**src/rtl/sram_glue_pkg.sv**
```systemverilog
package sram_glue_pkg;
  typedef struct packed {
    logic latchAddr;
    logic captureData;
    logic driveBus;
    logic laneEven;
    logic laneOdd;
  } glueStrobes_t;
endpackage

```
**src/rtl/sram_glue_ctrl.sv**
```systemverilog
module sram_glue_ctrl
  import sram_glue_pkg::*;
(
  input  logic         clk,
  input  logic         rstN,
  input  logic         eClk,
  input  logic         rwIn,
  input  logic         lowStrobe,
  input  logic         a0In,
  output glueStrobes_t strobes,
  output logic         csEvenN,
  output logic         csOddN,
  output logic         oeN,
  output logic         weEvenN,
  output logic         weOddN,
  output logic         accessErr
);
  logic rwLat, selEven, selOdd, errLat;
  logic decEven, decOdd, decErr;

  always_comb begin
    unique case ({lowStrobe, a0In})
      2'b00:   begin decEven = 1'b1; decOdd = 1'b1; decErr = 1'b0; end
      2'b01:   begin decEven = 1'b0; decOdd = 1'b1; decErr = 1'b0; end
      2'b10:   begin decEven = 1'b1; decOdd = 1'b0; decErr = 1'b0; end
      default: begin decEven = 1'b0; decOdd = 1'b0; decErr = 1'b1; end
    endcase
  end

  always_ff @(posedge clk or negedge rstN) begin
    if (!rstN) begin
      rwLat   <= 1'b1;
      selEven <= 1'b0;
      selOdd  <= 1'b0;
      errLat  <= 1'b0;
      oeN     <= 1'b1;
      weEvenN <= 1'b1;
      weOddN  <= 1'b1;
    end else if (!eClk) begin
      rwLat   <= rwIn;
      selEven <= decEven;
      selOdd  <= decOdd;
      errLat  <= decErr;
      oeN     <= 1'b1;
      weEvenN <= 1'b1;
      weOddN  <= 1'b1;
    end else begin
      oeN     <= !(rwLat && (selEven || selOdd));
      weEvenN <= !(!rwLat && selEven);
      weOddN  <= !(!rwLat && selOdd);
    end
  end

  assign csEvenN   = !selEven;
  assign csOddN    = !selOdd;
  assign accessErr = errLat;

  always_comb begin
    strobes.latchAddr   = !eClk;
    strobes.captureData = eClk && !rwLat;
    strobes.driveBus    = !oeN;
    strobes.laneEven    = selEven;
    strobes.laneOdd     = selOdd;
  end
endmodule

```
**src/rtl/sram_glue_datapath.sv**
```systemverilog
module sram_glue_datapath
  import sram_glue_pkg::*;
#(
  parameter int BUS_W = 16,
  localparam int LANE_W = BUS_W / 2,
  localparam int SRAM_AW = BUS_W - 1
) (
  input  logic               clk,
  input  logic               rstN,
  input  glueStrobes_t       strobes,
  input  logic [BUS_W-1:0]   busIn,
  input  logic [LANE_W-1:0]  evenRdData,
  input  logic [LANE_W-1:0]  oddRdData,
  output logic [BUS_W-1:0]   busOut,
  output logic               busOutEn,
  output logic [SRAM_AW-1:0] sramAddr,
  output logic [LANE_W-1:0]  evenWrData,
  output logic [LANE_W-1:0]  oddWrData
);
  logic [BUS_W-1:0] addrLat, dataLat;

  always_ff @(posedge clk or negedge rstN) begin
    if (!rstN) begin
      addrLat <= '0;
      dataLat <= '0;
    end else begin
      if (strobes.latchAddr)   addrLat <= busIn;
      if (strobes.captureData) dataLat <= busIn;
    end
  end

  assign sramAddr   = addrLat[BUS_W-1:1];
  assign evenWrData = dataLat[BUS_W-1:LANE_W];
  assign oddWrData  = dataLat[LANE_W-1:0];
  assign busOutEn   = strobes.driveBus;
  assign busOut     = {strobes.laneEven ? evenRdData : '0,
                       strobes.laneOdd  ? oddRdData  : '0};
endmodule

```
**src/rtl/sram_glue_top.sv**
```systemverilog
module sram_glue_top
  import sram_glue_pkg::*;
#(
  parameter int BUS_W = 16,
  localparam int LANE_W = BUS_W / 2,
  localparam int SRAM_AW = BUS_W - 1
) (
  input  logic               clk,
  input  logic               rstN,
  input  logic               eClk,
  input  logic               rwIn,
  input  logic               lowStrobe,
  input  logic [BUS_W-1:0]   busIn,
  output logic [BUS_W-1:0]   busOut,
  output logic               busOutEn,
  output logic [SRAM_AW-1:0] sramAddr,
  output logic               csEvenN,
  output logic               csOddN,
  output logic               oeN,
  output logic               weEvenN,
  output logic               weOddN,
  output logic [LANE_W-1:0]  evenWrData,
  output logic [LANE_W-1:0]  oddWrData,
  input  logic [LANE_W-1:0]  evenRdData,
  input  logic [LANE_W-1:0]  oddRdData,
  output logic               accessErr
);
  glueStrobes_t strobes;

  sram_glue_ctrl uCtrl (
    .clk(clk), .rstN(rstN), .eClk(eClk), .rwIn(rwIn),
    .lowStrobe(lowStrobe), .a0In(busIn[0]), .strobes(strobes),
    .csEvenN(csEvenN), .csOddN(csOddN), .oeN(oeN),
    .weEvenN(weEvenN), .weOddN(weOddN), .accessErr(accessErr)
  );

  sram_glue_datapath #(.BUS_W(BUS_W)) uData (
    .clk(clk), .rstN(rstN), .strobes(strobes), .busIn(busIn),
    .evenRdData(evenRdData), .oddRdData(oddRdData),
    .busOut(busOut), .busOutEn(busOutEn), .sramAddr(sramAddr),
    .evenWrData(evenWrData), .oddWrData(oddWrData)
  );
endmodule

```
**config.mk**
```make
export PLATFORM = sky130hd
export DESIGN_NAME = sram_glue_top
export DESIGN_NICKNAME = d
export VERILOG_FILES = /design/src/rtl/sram_glue_pkg.sv /design/src/rtl/sram_glue_ctrl.sv /design/src/rtl/sram_glue_datapath.sv /design/src/rtl/sram_glue_top.sv
export SDC_FILE = /design/constraint.sdc
export NUM_CORES = 1
export LEC_CHECK = 0
export ABC_CLOCK_PERIOD_IN_PS = 2000
export BUFFER_PORTS_ARGS = -buffer_cell sky130_fd_sc_hd__buf_2
export CORE_MARGIN = 5
export CORE_UTILIZATION = 43
export CTS_CLUSTER_SIZE = 16
export DETAILED_ROUTE_END_ITERATION = 6
export PLACE_DENSITY = 0.88
export SYNTH_ARGS = -nofsm -noshare
export SYNTH_HDL_FRONTEND = slang
export SYNTH_SLANG_ARGS = --single-unit
export TNS_END_PERCENT = 1
```
**constraint.sdc**
```tcl
create_clock -name clk -period 2 [get_ports clk]
set_clock_uncertainty 0.2 [all_clocks]
set_input_delay 0.3 -clock clk [delete_from_list [all_inputs] [get_ports clk]]
set_output_delay 0.3 -clock clk [all_outputs]
set_load 0.03 [all_outputs]
```
==> impl_results.md <==
* Run status: finished, final reports clean
* Max-Cap Viols at 0
* Syn avg cell area at 14.99 um2
* Initial Util at a little under half
* Synth top cells by count: dfrtp_1 (34), mux2_2 (24), and2_1 (16)
* CP Capture Type: output pin
* Critical path type: flip-flop to output pin
* Largest stage delay on the critical path at approximately 500 ps
* Primary FF master, synth: dfrtp_1
* Largest area contributor in the netlist: dfrtp_1
* Dominant cells by area after synthesis: dfrtp_1 (55%), mux2_2 (17%), mux2_4 (7.7%), dfstp_2 (6.7%), and2_1 (6.4%)
* Post-CTS Setup Repair Bufs at 0
* Min-delay src: busIn[7]
* CTS root buffer: clkbuf_4
* CTS max path bufs at 2
* Post-synth EDFFs at 0
* Io pins at between 90 and 100
* Period utilization at 84.72%
* Die area at roughly 4900 um2
* Global route overflow at 0
* Critical Path AT at ~1200 ps
* DR vias at 1233
* Leak at between 1 and 1.5 nW
* DRC viols at 0
* Routability Congestion at around 0.73
* # resized after CTS at 0
* Mapped Area at ~1600 um2
* Setup TNS Final at 0 ps
* Slew Viols, Final at 0
* I/O Buffers at 90
* Internal power at between 0.001 and 0.0015 W
* Rel. slew slack at between 60 and 70%
* Clk slew on worst S/H paths at approximately 110 ps
* Sw frac at between 30 and 40%
* Yosys warning count at 0
* Number of global-route vias before repair at between 1000 and 1500
* Routed WL at 3.837 mm
* Num CTS Buffers at 5
* Chip width at 70.21 um
* Final min period at between 1500 and 2000 ps
* Crit start category: flip-flop
* Row cnt at 21
* Netlist cell types at 14
* Top-count cell post-synth: dfrtp_1
* Tightest Pin Transition at 481.8 ps
* CP max stage cell: dfrtp_1
* RSZ-0062 raised after global routing: false
* First-pass GRT wire length at roughly 6.3 mm
* Max FO, Critical Path at 11
* Routed Antenna Nets at 0
* DR iter-0 viols at 26
* DP Wirelength at 2.788 mm
* Via density per instance at roughly 4.7
* CTS tree: yes
* Setup ws final at around 300 ps
* Worst Path Required at approximately 1500 ps
* Critical path, cell by cell: and2_1 > buf_2
* Synthesized instance count at about 100
* Reg-to-Reg Start: uCtrl.rwLat
* Diode count at 0
* Sw power at between 0.0007 and 0.0008 W
* Hold Crit Class: input pin to flip-flop
* Flop pwr share at a little under half
* Logic pwr share at roughly 34%
* Power density cells at approximately 860 nW/um2
* GR Util All Layers at approximately 16%
* # H-tree levels at 2
* Nets at approximately 250
* Setup crit start: uCtrl.selOdd
* Part of the power in the clock network at 18.8%
* DP Worst Slack at roughly 560 ps
* Area added between synthesis and finish at 47.11%
* Share of the synthesized area in the top cell type at between 50% and 60%
* Largest net degree at the start of global routing at 24
* Cts hold-fix bufs at 15
* First-pass iteration count of the detailed router at 3
* Clk sinks at 38
* Die height at about 70 um
* Highest achievable clock rate at 590.2 MHz
* Endpoints failing setup at 0
* Ys async rst share at 100.0%
* Peak VDD IR at approximately 540 uV
* Seq/Total Area, Yosys at between 60% and 70%
* Antenna violations before repair at 0
* Syn nets at around 140
* Core Region at ~3400 um2
* Skew-Pair Late Insertion Delay at ~330 ps
* Wire length per cell at 14.59 um
* Hold Violations, Final at 0
* Share of layout cells above drive strength 1 at a little over three fifths
* Synth Register Bits at 38
## path summary, 6_finish.rpt
path | end | slack (ps) | cells past startpoint
max | busOut[7] | 310 | 2
min | uData.dataLat[7] | 30 | 2
max reg2reg | uData.dataLat[10] | 590 | 3
min reg2reg | uCtrl.accessErr | 300 | 2
max in group asynchronous | uData.addrLat[1] | 760 | 3
min in group asynchronous | uData.addrLat[9] | 230 | 2
## critical path, delay by kind of cell (launching register included)
family / cells / cell delay, ps
buffers and inverters: 1 / 190
and+or+nand+nor: 1 / 170
DFF: 1 / 500
## per-stage QoR
step                      area [um2]  hold slack, ps  utilization (%)  total power [W]  std cells
after CTS                       2263          0.8410            66.26         0.002003        260
after global placement          2062           82.33            60.37         0.001587        237
final                           2293           26.08            67.14         0.001980        263
after global routing            2293          0.9027            67.14         0.002097        263
after floorplan                 1559          -195.6                -         0.001381        104
after detailed placement        2062           86.66            60.37         0.001603        237
## final cells by class
| type | count | area [um2] |
|---|---|---|
| clock buffer | 6 | 41.29 |
| sequential | 38 | 955.9 |
| multi-input combinational | 57 | 551.8 |
| timing repair buffer | 111 | 665.6 |
| tap | 46 | 57.56 |
| clock inverter | 2 | 10.01 |
| fill | 272 | 1122 |
| inverter | 3 | 11.26 |
## cell families after synthesis
family	synth area share, %
AOI/OAI and AO/OA	0.8024
muxes	26.32
DFF	61.32
buffers and inverters	3.291
and+or+nand+nor	8.266
## power by group through the flow
stage                     combinational, W  sequential, W  clock [W]
final                             0.000667       0.000940   0.000373
after global routing              0.000707       0.000956   0.000434
after CTS                         0.000670       0.000942   0.000391
after detailed placement          0.000648       0.000955          0
after global placement            0.000637       0.000950          0
after floorplan                   0.000236        0.00114          0
## cells in the final DEF, fill, tap and decap left out
master and n:
o211ai_1 1, mux2_4 8, mux2i_1 2, clkbuf_4 5
buf_2 90, clkbuf_1 1, mux2_2 24, buf_12 1
o21ai_0 1, inv_1 3, nand2_1 4, dfstp_2 4
and2_1 16, dfrtp_1 34, clkinv_2 2, nor2b_4 1
buf_4 2, dlygate4sd3_1 18
## sequential cells by signal, indices dropped and copies added (netlist names)
register / count
uData.addrLat: 15
uCtrl.weEvenN: 1
uCtrl.weOddN: 1
uCtrl.selEven: 1
uCtrl.accessErr: 1
uCtrl.oeN: 1
uCtrl.selOdd: 1
uCtrl.rwLat: 1
uData.dataLat: 16
## layer usage
layer / vias up / GRT usage, % / part of all wire, %
li1: 574 / - / -
met5: - / 0 / 0
met1: 582 / 16.00 / 36
met2: 71 / 28.02 / 51
met4: 0 / 6.383 / 1.3
met3: 6 / 8.608 / 12
No activity file was read; power rests on OpenSTA's default activity.
